$ cat src/rtl/lane_route_pkg.sv
`timescale 1ns/1ps
// Package: shared sizes, opcode encoding and map helpers for the lane
// routing controller. Assumes fewer than 16 physical lanes.
package lane_route_pkg;
    localparam int NUM_LANES = 12;
    localparam int NUM_CH    = 8;
    localparam int SPARE_LO  = 2;
    localparam int LANE_W    = 4;
    localparam int CODE_W    = 8;
    localparam int IDX_W     = 4;
    localparam int OP_W      = 4;
    localparam int FRAME_W   = OP_W + IDX_W + CODE_W;
    localparam int MAP_W     = NUM_CH * LANE_W;
    localparam int DRV_W     = NUM_LANES * CODE_W;

    typedef logic [MAP_W-1:0] map_t;

    typedef enum logic [OP_W-1:0] {
        OP_SET_DRIVE = 4'd1,
        OP_SET_ROUTE = 4'd2,
        OP_RESTORE   = 4'd15
    } opcode_e;

    // Lane selected for channel c within a packed map.
    function automatic logic [LANE_W-1:0] chan_of(map_t m, int c);
        return m[c*LANE_W +: LANE_W];
    endfunction

    // True when any channel of the map sits on lane p.
    function automatic logic lane_used(map_t m, int p);
        logic hit;
        hit = 1'b0;
        for (int c = 0; c < NUM_CH; c++) begin
            if (m[c*LANE_W +: LANE_W] == LANE_W'(p)) hit = 1'b1;
        end
        return hit;
    endfunction

    // Straight map: channel c on lane c + SPARE_LO.
    function automatic map_t default_map();
        map_t m;
        for (int c = 0; c < NUM_CH; c++) m[c*LANE_W +: LANE_W] = LANE_W'(c + SPARE_LO);
        return m;
    endfunction
endpackage

$ cat src/rtl/cfg_tmr_reg.sv
`timescale 1ns/1ps
// cfg_tmr_reg: configuration register kept as three copies with a bitwise
// majority vote. Without a load, every copy is refreshed from the vote, so
// a disagreeing copy is repaired on the next cycle.
// Assumes at most one copy is upset between two clock edges.
module cfg_tmr_reg #(
    parameter int            W         = 8,
    parameter logic [W-1:0]  RESET_VAL = '0
) (
    input  logic         clk,
    input  logic         rst_n,
    input  logic         load,
    input  logic [W-1:0] load_val,
    output logic [W-1:0] q
);
    logic [W-1:0] copy_a, copy_b, copy_c;
    logic [W-1:0] next_val;

    // Majority vote across the three copies.
    always_comb q = (copy_a & copy_b) | (copy_a & copy_c) | (copy_b & copy_c);

    // Value written back into all copies: new data or the scrubbed vote.
    always_comb next_val = load ? load_val : q;

    // Copy storage with synchronous reset to the default.
    always_ff @(posedge clk) begin
        if (!rst_n) begin
            copy_a <= RESET_VAL;
            copy_b <= RESET_VAL;
            copy_c <= RESET_VAL;
        end else begin
            copy_a <= next_val;
            copy_b <= next_val;
            copy_c <= next_val;
        end
    end
endmodule

$ cat src/rtl/lane_cmd_decode.sv
`timescale 1ns/1ps
// lane_cmd_decode: checks a command frame against the current map and turns
// it into per-lane and per-channel write strobes. Frames that are out of
// range, would collide with another channel's lane, or carry an unknown
// opcode produce no strobe and are not reported as accepted.
// Assumes cmd_frame is stable while cmd_valid is high.
module lane_cmd_decode
    import lane_route_pkg::*;
(
    input  logic                 cmd_valid,
    input  logic [FRAME_W-1:0]   cmd_frame,
    input  map_t                 cur_map,
    output logic [NUM_LANES-1:0] drive_we,
    output logic [NUM_CH-1:0]    route_we,
    output logic [CODE_W-1:0]    wr_data,
    output logic                 restore,
    output logic                 accepted
);
    logic [OP_W-1:0]  op;
    logic [IDX_W-1:0] idx;
    logic             collide;
    logic             idx_lane_ok;
    logic             idx_ch_ok;
    logic             tgt_ok;

    // Split the frame into its fields.
    always_comb begin
        op      = cmd_frame[FRAME_W-1 -: OP_W];
        idx     = cmd_frame[CODE_W +: IDX_W];
        wr_data = cmd_frame[CODE_W-1:0];
    end

    // Range checks and detection of a target lane held by another channel.
    always_comb begin
        idx_lane_ok = idx < IDX_W'(NUM_LANES);
        idx_ch_ok   = idx < IDX_W'(NUM_CH);
        tgt_ok      = wr_data < CODE_W'(NUM_LANES);
        collide     = 1'b0;
        for (int j = 0; j < NUM_CH; j++) begin
            if ((IDX_W'(j) != idx) && (cur_map[j*LANE_W +: LANE_W] == wr_data[LANE_W-1:0]))
                collide = 1'b1;
        end
    end

    // Strobe generation per opcode.
    always_comb begin
        drive_we = '0;
        route_we = '0;
        restore  = 1'b0;
        accepted = 1'b0;
        if (cmd_valid) begin
            case (op)
                OP_SET_DRIVE: begin
                    if (idx_lane_ok) begin
                        accepted = 1'b1;
                        for (int p = 0; p < NUM_LANES; p++)
                            drive_we[p] = (idx == IDX_W'(p));
                    end
                end
                OP_SET_ROUTE: begin
                    if (idx_ch_ok && tgt_ok && !collide) begin
                        accepted = 1'b1;
                        for (int c = 0; c < NUM_CH; c++)
                            route_we[c] = (idx == IDX_W'(c));
                    end
                end
                OP_RESTORE: begin
                    accepted = 1'b1;
                    restore  = 1'b1;
                end
                default: ;
            endcase
        end
    end
endmodule

$ cat src/rtl/comm_watchdog.sv
`timescale 1ns/1ps
// comm_watchdog: counts cycles since the last accepted frame and raises
// expire for one cycle when the count reaches a non-zero limit. A kick in
// the same cycle wins over expiry. A limit of 0 turns the watchdog off.
module comm_watchdog #(
    parameter int CNT_W = 16
) (
    input  logic             clk,
    input  logic             rst_n,
    input  logic             kick,
    input  logic [CNT_W-1:0] limit,
    output logic             expire
);
    logic [CNT_W-1:0] cnt;

    // Expiry decision against the programmed limit.
    always_comb expire = !kick && (limit != '0) && (cnt >= limit);

    // Saturating silence counter, cleared on kick or expiry.
    always_ff @(posedge clk) begin
        if (!rst_n)               cnt <= '0;
        else if (kick || expire)  cnt <= '0;
        else if (cnt != '1)       cnt <= cnt + 1'b1;
    end
endmodule

$ cat src/rtl/lane_crossbar.sv
`timescale 1ns/1ps
// lane_crossbar: places each channel's bit on the lane its map entry
// selects, and gates each lane's drive code to zero when no channel uses
// that lane. Assumes the map has no two channels on one lane.
module lane_crossbar
    import lane_route_pkg::*;
(
    input  map_t                 map_in,
    input  logic [NUM_CH-1:0]    chan_data,
    input  logic [DRV_W-1:0]     code_in,
    output logic [NUM_LANES-1:0] lane_data,
    output logic [DRV_W-1:0]     lane_drive
);
    logic [NUM_LANES-1:0] used;

    // Per-lane selection of channel data and occupancy.
    always_comb begin
        lane_data = '0;
        used      = '0;
        for (int p = 0; p < NUM_LANES; p++) begin
            for (int c = 0; c < NUM_CH; c++) begin
                if (map_in[c*LANE_W +: LANE_W] == LANE_W'(p)) begin
                    lane_data[p] = chan_data[c];
                    used[p]      = 1'b1;
                end
            end
        end
    end

    // Drive gating: idle lanes stay dark.
    generate
        for (genvar gp = 0; gp < NUM_LANES; gp++) begin : g_gate
            assign lane_drive[gp*CODE_W +: CODE_W] =
                used[gp] ? code_in[gp*CODE_W +: CODE_W] : '0;
        end
    endgenerate
endmodule

$ cat src/rtl/lane_route_ctrl.sv
`timescale 1ns/1ps
// lane_route_ctrl: top of the spare-lane routing controller. It decodes
// command frames, holds the channel map and lane drive codes in voted
// registers, restores defaults on reset, restore command or watchdog
// expiry, and drives the lane crossbar.
// Assumes a synchronous active-low reset is applied at power-up.
module lane_route_ctrl
    import lane_route_pkg::*;
#(
    parameter logic [CODE_W-1:0] DEFAULT_MOD_CODE = 8'd100,
    parameter int                TIMEOUT_W        = 16
) (
    input  logic                 clk,
    input  logic                 rst_n,
    input  logic                 cmd_valid,
    input  logic [FRAME_W-1:0]   cmd_frame,
    input  logic [TIMEOUT_W-1:0] timeout_limit,
    input  logic [NUM_CH-1:0]    chan_data,
    output logic [NUM_LANES-1:0] lane_data,
    output logic [DRV_W-1:0]     lane_drive,
    output logic [MAP_W-1:0]     chan_lane
);
    logic [NUM_LANES-1:0] drive_we;
    logic [NUM_CH-1:0]    route_we;
    logic [CODE_W-1:0]    wr_data;
    logic                 restore;
    logic                 accepted;
    logic                 expire;
    logic                 apply_def;
    map_t                 map_q;
    logic [DRV_W-1:0]     code_q;

    lane_cmd_decode u_dec (
        .cmd_valid (cmd_valid),
        .cmd_frame (cmd_frame),
        .cur_map   (map_q),
        .drive_we  (drive_we),
        .route_we  (route_we),
        .wr_data   (wr_data),
        .restore   (restore),
        .accepted  (accepted)
    );

    comm_watchdog #(.CNT_W(TIMEOUT_W)) u_wdog (
        .clk    (clk),
        .rst_n  (rst_n),
        .kick   (accepted),
        .limit  (timeout_limit),
        .expire (expire)
    );

    // Either a restore frame or watchdog expiry reapplies the defaults.
    always_comb apply_def = restore || expire;

    // One voted drive-code register per physical lane.
    generate
        for (genvar gp = 0; gp < NUM_LANES; gp++) begin : g_code
            cfg_tmr_reg #(.W(CODE_W), .RESET_VAL(DEFAULT_MOD_CODE)) u_code (
                .clk      (clk),
                .rst_n    (rst_n),
                .load     (apply_def || drive_we[gp]),
                .load_val (apply_def ? DEFAULT_MOD_CODE : wr_data),
                .q        (code_q[gp*CODE_W +: CODE_W])
            );
        end
    endgenerate

    // One voted lane-select register per logical channel.
    generate
        for (genvar gc = 0; gc < NUM_CH; gc++) begin : g_map
            localparam logic [LANE_W-1:0] HOME = LANE_W'(gc + SPARE_LO);
            cfg_tmr_reg #(.W(LANE_W), .RESET_VAL(HOME)) u_sel (
                .clk      (clk),
                .rst_n    (rst_n),
                .load     (apply_def || route_we[gc]),
                .load_val (apply_def ? HOME : wr_data[LANE_W-1:0]),
                .q        (map_q[gc*LANE_W +: LANE_W])
            );
        end
    endgenerate

    lane_crossbar u_xbar (
        .map_in     (map_q),
        .chan_data  (chan_data),
        .code_in    (code_q),
        .lane_data  (lane_data),
        .lane_drive (lane_drive)
    );

    // Map output for the analog select inputs.
    always_comb chan_lane = map_q;
endmodule

$ cat config.mk
export PLATFORM = sky130hd
export DESIGN_NAME = lane_route_ctrl
export DESIGN_NICKNAME = d
export VERILOG_FILES = /design/src/rtl/lane_route_pkg.sv /design/src/rtl/cfg_tmr_reg.sv /design/src/rtl/lane_cmd_decode.sv /design/src/rtl/comm_watchdog.sv /design/src/rtl/lane_crossbar.sv /design/src/rtl/lane_route_ctrl.sv
export SDC_FILE = /design/constraint.sdc
export NUM_CORES = 1
export LEC_CHECK = 0
export BUFFER_PORTS_ARGS = -buffer_cell sky130_fd_sc_hd__buf_2
export CAP_MARGIN = 15
export CELL_PAD_IN_SITES_DETAIL_PLACEMENT = 2
export CELL_PAD_IN_SITES_GLOBAL_PLACEMENT = 2
export CORE_MARGIN = 8
export CORE_UTILIZATION = 29
export CTS_CLUSTER_DIAMETER = 80
export DETAILED_ROUTE_END_ITERATION = 16
export PLACE_DENSITY = 0.76
export SYNTH_ARGS = -nofsm -noshare
export SYNTH_HDL_FRONTEND = slang
export SYNTH_SLANG_ARGS = --single-unit
$ cat constraint.sdc
create_clock -name clk -period 2 [get_ports clk]
set_input_delay 0 -clock clk [delete_from_list [all_inputs] [get_ports clk]]
set_output_delay 0 -clock clk [all_outputs]
set_load 0.01 [all_outputs]
Word level (Yosys, flattened, before mapping)
Index checks and enable logic that the tools add are counted.
{ "word_totals": {"output_inout_bits": 140, "inputBits": 43, "reg_bits": 144} }
{ "op_classes": {"order_cmp": 4, "addsub": 1, "n_reduce_logical": 48, "bitwise_logic": 61, "n_eq_ne": 118, "muxes": 253} }
{ "op_table": {"columns": ["op", "n"], "rows": [
  ["8-bit 2-to-1 mux", 28],
  ["1-bit 2-to-1 mux", 205],
  ["8-bit bitwise OR", 24],
  ["4-bit == test (second input constant)", 37],
  ["4-bit by 3-bit == test with 1-bit output (second input constant)", 36],
  ["8-bit AND", 12],
  ["4-bit by 2-bit == test with 1-bit output (second input constant)", 19],
  ["4-bit 2-to-1 mux", 16],
  ["4-bit bitwise OR", 16],
  ["4-bit by 1-bit == test with 1-bit output (second input constant)", 10],
  ["4-bit logical NOT", 9],
  ["12-bit 2-to-1 mux", 3],
  ["4-bit AND", 8],
  ["4-bit == test", 8],
  ["1-bit logical OR", 22],
  ["16-bit by 1-bit adder with 16-bit output (second input constant)", 1],
  ["16-bit greater-or-equal comparator", 1],
  ["16-bit != test (second input constant)", 1],
  ["3-bit by 4-bit != test with 1-bit output (first input constant)", 4],
  ["16-bit nonzero test", 1],
  ["1-bit logical AND", 12],
  ["4-bit < comparator (second input constant)", 2],
  ["8-bit by 4-bit < comparator with 1-bit output (second input constant)", 1],
  ["2-bit by 4-bit != test with 1-bit output (first input constant)", 2],
  ["other kinds (6)", 7]
]} }

Depth between registers and ports, before layout
{ "logic_depth": {"depth_word": 24, "ltp_mapped": 12} }

Hierarchy
Synthesis repeated with hierarchy kept, for this count alone.
{ "hier_totals": {"cells_unflattened": 1151, "hier_area_um2": 9656.8} }
{ "modules_own_cells": {"columns": ["mod", "n_inst", "cells_each", "area_per_inst_um2"], "rows": [
  ["cfg_tmr_reg at g_code[0].u_code ...", 12, 25, 294.0],
  ["lane_crossbar", 1, 444, 2693.8],
  ["comm_watchdog", 1, 148, 1286.2],
  ["lane_cmd_decode", 1, 117, 744.5],
  ["cfg_tmr_reg at g_map[1].u_sel ...", 4, 13, 145.1],
  ["cfg_tmr_reg at g_map[0].u_sel ...", 3, 13, 147.6],
  ["lane_route_ctrl", 1, 38, 237.7],
  ["cfg_tmr_reg at g_map[5].u_sel", 1, 13, 142.6]
]} }

Worst setup path before layout
No wires, ideal clock.
{ "synth_path": {"path_type": "flip-flop to flip-flop", "startpoint": "register g_map[4].u_sel.copy_a[2]", "endpoint": "register g_code[11].u_code.copy_a[0]", "stages_incl_launch_ff": 13, "t_arrival_ps": 2073, "path_buffers": 5, "synth_period_minus_slack_ps": 2211, "path_slack_ps": -211, "path_cell_list": "dfxtp_1 buf_2 xor2_1 nor4_1 a22oi_1 and4_1 buf_4 a21oi_2 o21ba_1 buf_2 buf_6 buf_6 nor3_2"} }
{ "synth_between": {"elab_chain_cells": 20, "word_cells_on_any_way": 21, "cone_classes": "1 x eq/ne; 9 x mux; 3 x bitwise; 8 x reduce/logical"} }
{ "synth_lines": {"columns": ["item", "line", "rtl"], "rows": [
  ["start, declared", "cfg_tmr_reg.sv:16", "logic [W-1:0] copy_a, copy_b, copy_c;"],
  ["start signal, assigned", "cfg_tmr_reg.sv:32", "copy_a <= next_val;"],
  ["4-bit AND *", "cfg_tmr_reg.sv:20", "always_comb q = (copy_a & copy_b) | (copy_a & copy_c) | (copy_b & copy_c);"],
  ["4-bit bitwise OR", "cfg_tmr_reg.sv:20", null],
  ["4-bit bitwise OR *", "cfg_tmr_reg.sv:20", null],
  ["4-bit == test *", "lane_cmd_decode.sv:40", "if ((IDX_W'(j) != idx) && (cur_map[j*LANE_W +: LANE_W] == wr_data[LANE_W-1:0]))"],
  ["1-bit logical AND *", "lane_cmd_decode.sv:40", null],
  ["1-bit 2-to-1 mux * (4 in a row)", "lane_cmd_decode.sv:40", null],
  ["1-bit logical NOT *", "lane_cmd_decode.sv:61", "if (idx_ch_ok && tgt_ok && !collide) begin"],
  ["1-bit logical AND *", "lane_cmd_decode.sv:61", null],
  ["1-bit 2-to-1 mux *", "lane_cmd_decode.sv:61", null],
  ["1-bit one-hot mux with 3 select lines *", "lane_cmd_decode.sv:52", "case (op)"],
  ["1-bit 2-to-1 mux *", "lane_cmd_decode.sv:51", "if (cmd_valid) begin"],
  ["1-bit logical NOT *", "comm_watchdog.sv:17", "always_comb expire = !kick && (limit != '0) && (cnt >= limit);"],
  ["1-bit logical AND * (2 in a row)", "comm_watchdog.sv:17", null],
  ["1-bit logical OR *", "lane_route_ctrl.sv:53", "always_comb apply_def = restore || expire;"],
  ["8-bit 2-to-1 mux / 1-bit logical OR (equally long branches)", "lane_route_ctrl.sv:62, lane_route_ctrl.sv:61", null],
  ["8-bit 2-to-1 mux *", "cfg_tmr_reg.sv:23", "always_comb next_val = load ? load_val : q;"],
  ["end signal, assigned", "cfg_tmr_reg.sv:32", null],
  ["end, declared", "cfg_tmr_reg.sv:16", null]
]} }
Mark *: on every way between the ends. The rest lies on a longest branch, timed or not.
A chain may end at the register's enable or synchronous reset.

Final worst setup path
{ "layout_path": {"startpoint": "register u_wdog.cnt[1]", "endpoint": "register u_wdog.cnt[9]"} }
{ "layout_between": {"elab_chain_cells": 4, "word_cells_on_any_way": 6, "cone_classes": "1 x add/sub; 1 x order compare; 1 x eq/ne; 3 x reduce/logical"} }
{ "layout_lines": {"columns": ["item", "line", "rtl"], "rows": [
  ["start, declared", "comm_watchdog.sv:14", "logic [CNT_W-1:0] cnt;"],
  ["start signal, assigned", "comm_watchdog.sv:23", "else if (cnt != '1) cnt <= cnt + 1'b1;"],
  ["16-bit greater-or-equal comparator", "comm_watchdog.sv:17", null],
  ["1-bit logical AND", "comm_watchdog.sv:17", null],
  ["1-bit logical OR", "comm_watchdog.sv:22", "else if (kick || expire) cnt <= '0;"],
  ["2-bit OR reduction (no line)", null, null]
]} }
Several ways; a longest one is shown, not always the timed one.

==> flow_summary.rst <==
.. list-table::
   :header-rows: 1

   * - Metric
     - Value
   * - Outcome
     - complete, but fails checks
   * - Violated checks
     - setup timing
   * - Fin worst setup slack
     - -0.913 ns
   * - Inserted Clock Buffers
     - 17
   * - TNS Setup
     - -138.41 ns
   * - Clock tree from TritonCTS
     - built
   * - Overall die width
     - 194 um
   * - Core region area
     - 31300 um2
   * - Clock transition at the register clock pins on the worst setup and hold paths after CTS
     - 0.08 ns
   * - Distinct cell type count of the synthesized netlist
     - 54
   * - First DRT Iteration DRCs
     - 1410
   * - Hold Path Class
     - input pin to flip-flop
   * - Via density
     - 6.71
   * - # port buffers
     - 182
   * - Site Rows
     - 65
   * - Post-layout utilization of the core
     - 0.543
   * - Pin count of the biggest net entering global routing
     - 50
   * - Worst Reg2Reg Path Length in Cells
     - 10
   * - Mean Syn Cell Area
     - 8.16 um2
   * - Critical Path Fanout Max
     - 7
   * - Share of total power in the clock network
     - 0.499
   * - Timing endpoint of the critical path
     - u_wdog.cnt[9]
   * - Largest cells by area after synthesis
     - sky130_fd_sc_hd__dfxtp_1 (31%), sky130_fd_sc_hd__mux2i_1 (16%), sky130_fd_sc_hd__nor3_1 (6.3%), sky130_fd_sc_hd__and2_1 (5.7%), sky130_fd_sc_hd__nand3_1 (4.4%)
   * - Pleak
     - 6.67 nW
   * - Pwr Density
     - 435 nW/um2
   * - Endpoint kind of the worst setup timing path
     - flip-flop
   * - Count of maximum capacitance violations
     - 0
   * - Number of DRC violations after detailed routing
     - 0
   * - Destination of the worst register-to-register timing path
     - u_wdog.cnt[9]
   * - Maximum frequency from static timing analysis
     - 0.343 GHz
   * - Cell accounting for the most synthesized area
     - sky130_fd_sc_hd__dfxtp_1
   * - Final weighted congestion in routability-driven placement
     - 0.893
   * - Worst endpoint required time
     - 2.32 ns
   * - Category of the worst setup path launch point
     - flip-flop
   * - Startpoint of the worst setup timing path
     - u_wdog.cnt[1]
   * - WS Path Type
     - flip-flop to flip-flop
   * - Share of async-settable or async-resettable flops after synthesis
     - 0
   * - Number of ports placed on the die boundary
     - 183
   * - Antenna violations before repair
     - 7
   * - Post-synthesis cell count
     - 1123
   * - Maximum buffer depth of the clock tree
     - 2
   * - Buffer cell driving the clock tree root
     - sky130_fd_sc_hd__clkbuf_16
   * - Sinks on the clock net
     - 144
   * - Post-DR wirelength/cell
     - 42.9 um
   * - RSZ-0062 raised after global routing
     - true
   * - Post-Synthesis Net Count
     - 1183
   * - Hold Buf Count CTS
     - 0
   * - Count of synthesis-stage warnings from yosys
     - 0
   * - Worst supply voltage drop on vdd
     - 0.850 mV
   * - Pins over their slew limit
     - 0
   * - Number of global-route vias before repair
     - 12700
   * - Transition at the pin with the smallest max-transition slack
     - 0.942 ns
   * - R2r startpoint
     - u_wdog.cnt[1]
   * - Post-synth design cell area
     - 9170 um2
   * - Worst EP arrival
     - 3.23 ns
   * - Final setup violation count
     - 252
   * - Detailed-router iteration count before antenna repair
     - 5
   * - Grt total ovfl
     - 0
   * - Hold Path Stages
     - 3
   * - Commonest non-fill, non-tap cell in the layout
     - sky130_fd_sc_hd__buf_4
   * - Synth Flop Type
     - sky130_fd_sc_hd__dfxtp_1
   * - Commonest non-fill, non-tap cells in the layout
     - sky130_fd_sc_hd__buf_4 (179), sky130_fd_sc_hd__mux2i_1 (131), sky130_fd_sc_hd__buf_6 (129)
   * - Number of enable flip-flop cells after synthesis
     - 0
   * - FF+latch count, synth
     - 144
   * - H-tree Lvls
     - 4
   * - Share of Yosys cell area claimed by the top area cell type
     - 0.314
   * - Sw Share
     - 0.317
   * - First-pass GRT wire length
     - 85.5 mm
   * - Post-detailed-route count of antenna-violating nets
     - 0
   * - Clk Latency, worst-skew pair
     - 0.47 ns
   * - Initial standard-cell utilization of the core
     - 0.293
   * - Sw power
     - 0.00235 W
   * - Fraction of final layout cells with drive strength greater than 1
     - 0.612
   * - Post-route minimum period
     - 2.91 ns
   * - Share of total power in sequential cells
     - 0.387
   * - Growth of design area from synthesis to finish
     - 85.4%
   * - Via count
     - 13000
   * - Post-detailed-routing wire length
     - 83.3 mm
   * - Tcrit/Tclk final
     - 1.46
   * - Total cell area at the placement stage
     - 11800 um2
   * - Final Hold Vio Count
     - 0
   * - Die Footprint
     - 37600 um2
   * - Overall power of the completed layout
     - 0.00739 W
   * - Worst rel slew slack
     - 0.372
   * - Worst slack after detailed placement
     - -0.318 ns
   * - Vert. Die Dim
     - 194 um
   * - Nets
     - 1582
   * - Final HPWL from detailed placement
     - 32.7 mm
   * - Worst Clk Skew
     - 0.0131 ns
   * - Fraction of the yosys area taken by sequential cells
     - 0.314
   * - Global router's overall resource usage
     - 0.296
   * - Portion of total power attributed to combinational logic
     - 0.113
   * - R2r setup slk
     - -0.91 ns
   * - Total non-filler cell area in the finished layout
     - 17000 um2
   * - Internal power summed over all cells
     - 0.00505 W
layout make-up:
class                   count  area, um2
diodes                      6       15.0
clock buffers              19        453
clock inverters            13        151
fillers                  3030      14300
inverters                  18       71.3
multi-input cells         878       8560
flip-flops and latches    144       2960
well taps                 402        503
repair buffers            463       4280
logic make-up after synthesis:
kind of cell	Yosys count	share of synthesized area
adders and majority gates	17	0.0232
xor gates and xnor gates	41	0.0392
and+or+nand+nor	561	0.339
muxes	146	0.159
AOI/OAI and AO/OA	112	0.0767
buffers and inverters	102	0.0482
DFF	144	0.314
critical path, cell delays in order, from the launching register on:
cell                      delay [ns]
sky130_fd_sc_hd__dfxtp_2        0.37
sky130_fd_sc_hd__buf_4          0.13
sky130_fd_sc_hd__buf_4          0.10
sky130_fd_sc_hd__buf_4          0.13
sky130_fd_sc_hd__ha_4           0.17
sky130_fd_sc_hd__nand4_1        0.19
sky130_fd_sc_hd__or3_4          0.47
sky130_fd_sc_hd__buf_4          0.20
sky130_fd_sc_hd__nand4_1        0.16
sky130_fd_sc_hd__xor2_1         0.73
sky130_fd_sc_hd__nor2_4         0.09
Yosys cell counts (20+ instances only):
cell type,instances
sky130_fd_sc_hd__nor3_1,115
sky130_fd_sc_hd__and2_1,84
sky130_fd_sc_hd__nor2b_1,21
sky130_fd_sc_hd__dfxtp_1,144
sky130_fd_sc_hd__nor4_1,24
sky130_fd_sc_hd__o21ai_0,26
sky130_fd_sc_hd__nor3_2,23
sky130_fd_sc_hd__nand2b_1,26
sky130_fd_sc_hd__xnor2_1,21
sky130_fd_sc_hd__nand2_1,50
sky130_fd_sc_hd__nor2_1,79
sky130_fd_sc_hd__clkbuf_1,60
sky130_fd_sc_hd__nand3_1,81
sky130_fd_sc_hd__xor2_1,20
sky130_fd_sc_hd__a21oi_1,42
sky130_fd_sc_hd__mux2i_1,146
routing by layer:
metal / global-route usage / share of wire / vias to the layer above
li1: - / - / 4817
met1: 0.319 / 0.34 / 6413
met2: 0.545 / 0.47 / 1244
met3: 0.0606 / 0.091 / 564
met4: 0.141 / 0.11 / 6
met5: 0 / 0.00047 / -
power groups by stage:
stage	registers [W]	logic (W)	clock network (W)
after CTS	0.00287	0.000581	0.00343
after global routing	0.00286	0.000836	0.00378
after floorplan	0.00294	0.000257	0
after global placement	0.00294	0.000505	0
final	0.00286	0.000838	0.00369
after detailed placement	0.00294	0.000528	0
through the flow:
step,hold WS (ns),instances
floorplan,0.145,1123
global placement,0.460,1802
detailed placement,0.473,1802
CTS,0.0496,1878
global route,0.123,1943
finish,0.136,1943
worst min-delay path by stage:
stage	slack (ns)	endpoint	from
6_report	0.14	g_map[1].u_sel.copy_a[2]	cmd_frame[2]
5_1_grt	0.12	u_wdog.cnt[2]	rst_n
4_1_cts	0.05	u_wdog.cnt[11]	rst_n
3_5_place_dp	0.47	g_code[6].u_code.copy_a[5]	g_code[6].u_code.copy_a[5]
3_3_place_gp	0.46	g_code[10].u_code.copy_a[6]	g_code[10].u_code.copy_a[6]
2_1_floorplan	0.15	g_code[10].u_code.copy_a[5]	cmd_frame[5]
what timing repair did:
action,4_1_cts,5_1_grt
setup buffers,42,51
resized for setup,321,449
setup endpoints to repair,252,252
pin swaps,81,128
gates cloned,4,16
flip-flops by register name, summed over array words and instances (netlist names):
signal	count
u_wdog.cnt	16
g_code.u_code.copy_a	96
g_map.u_sel.copy_a	32
No activity file was read; power rests on OpenSTA's default activity.
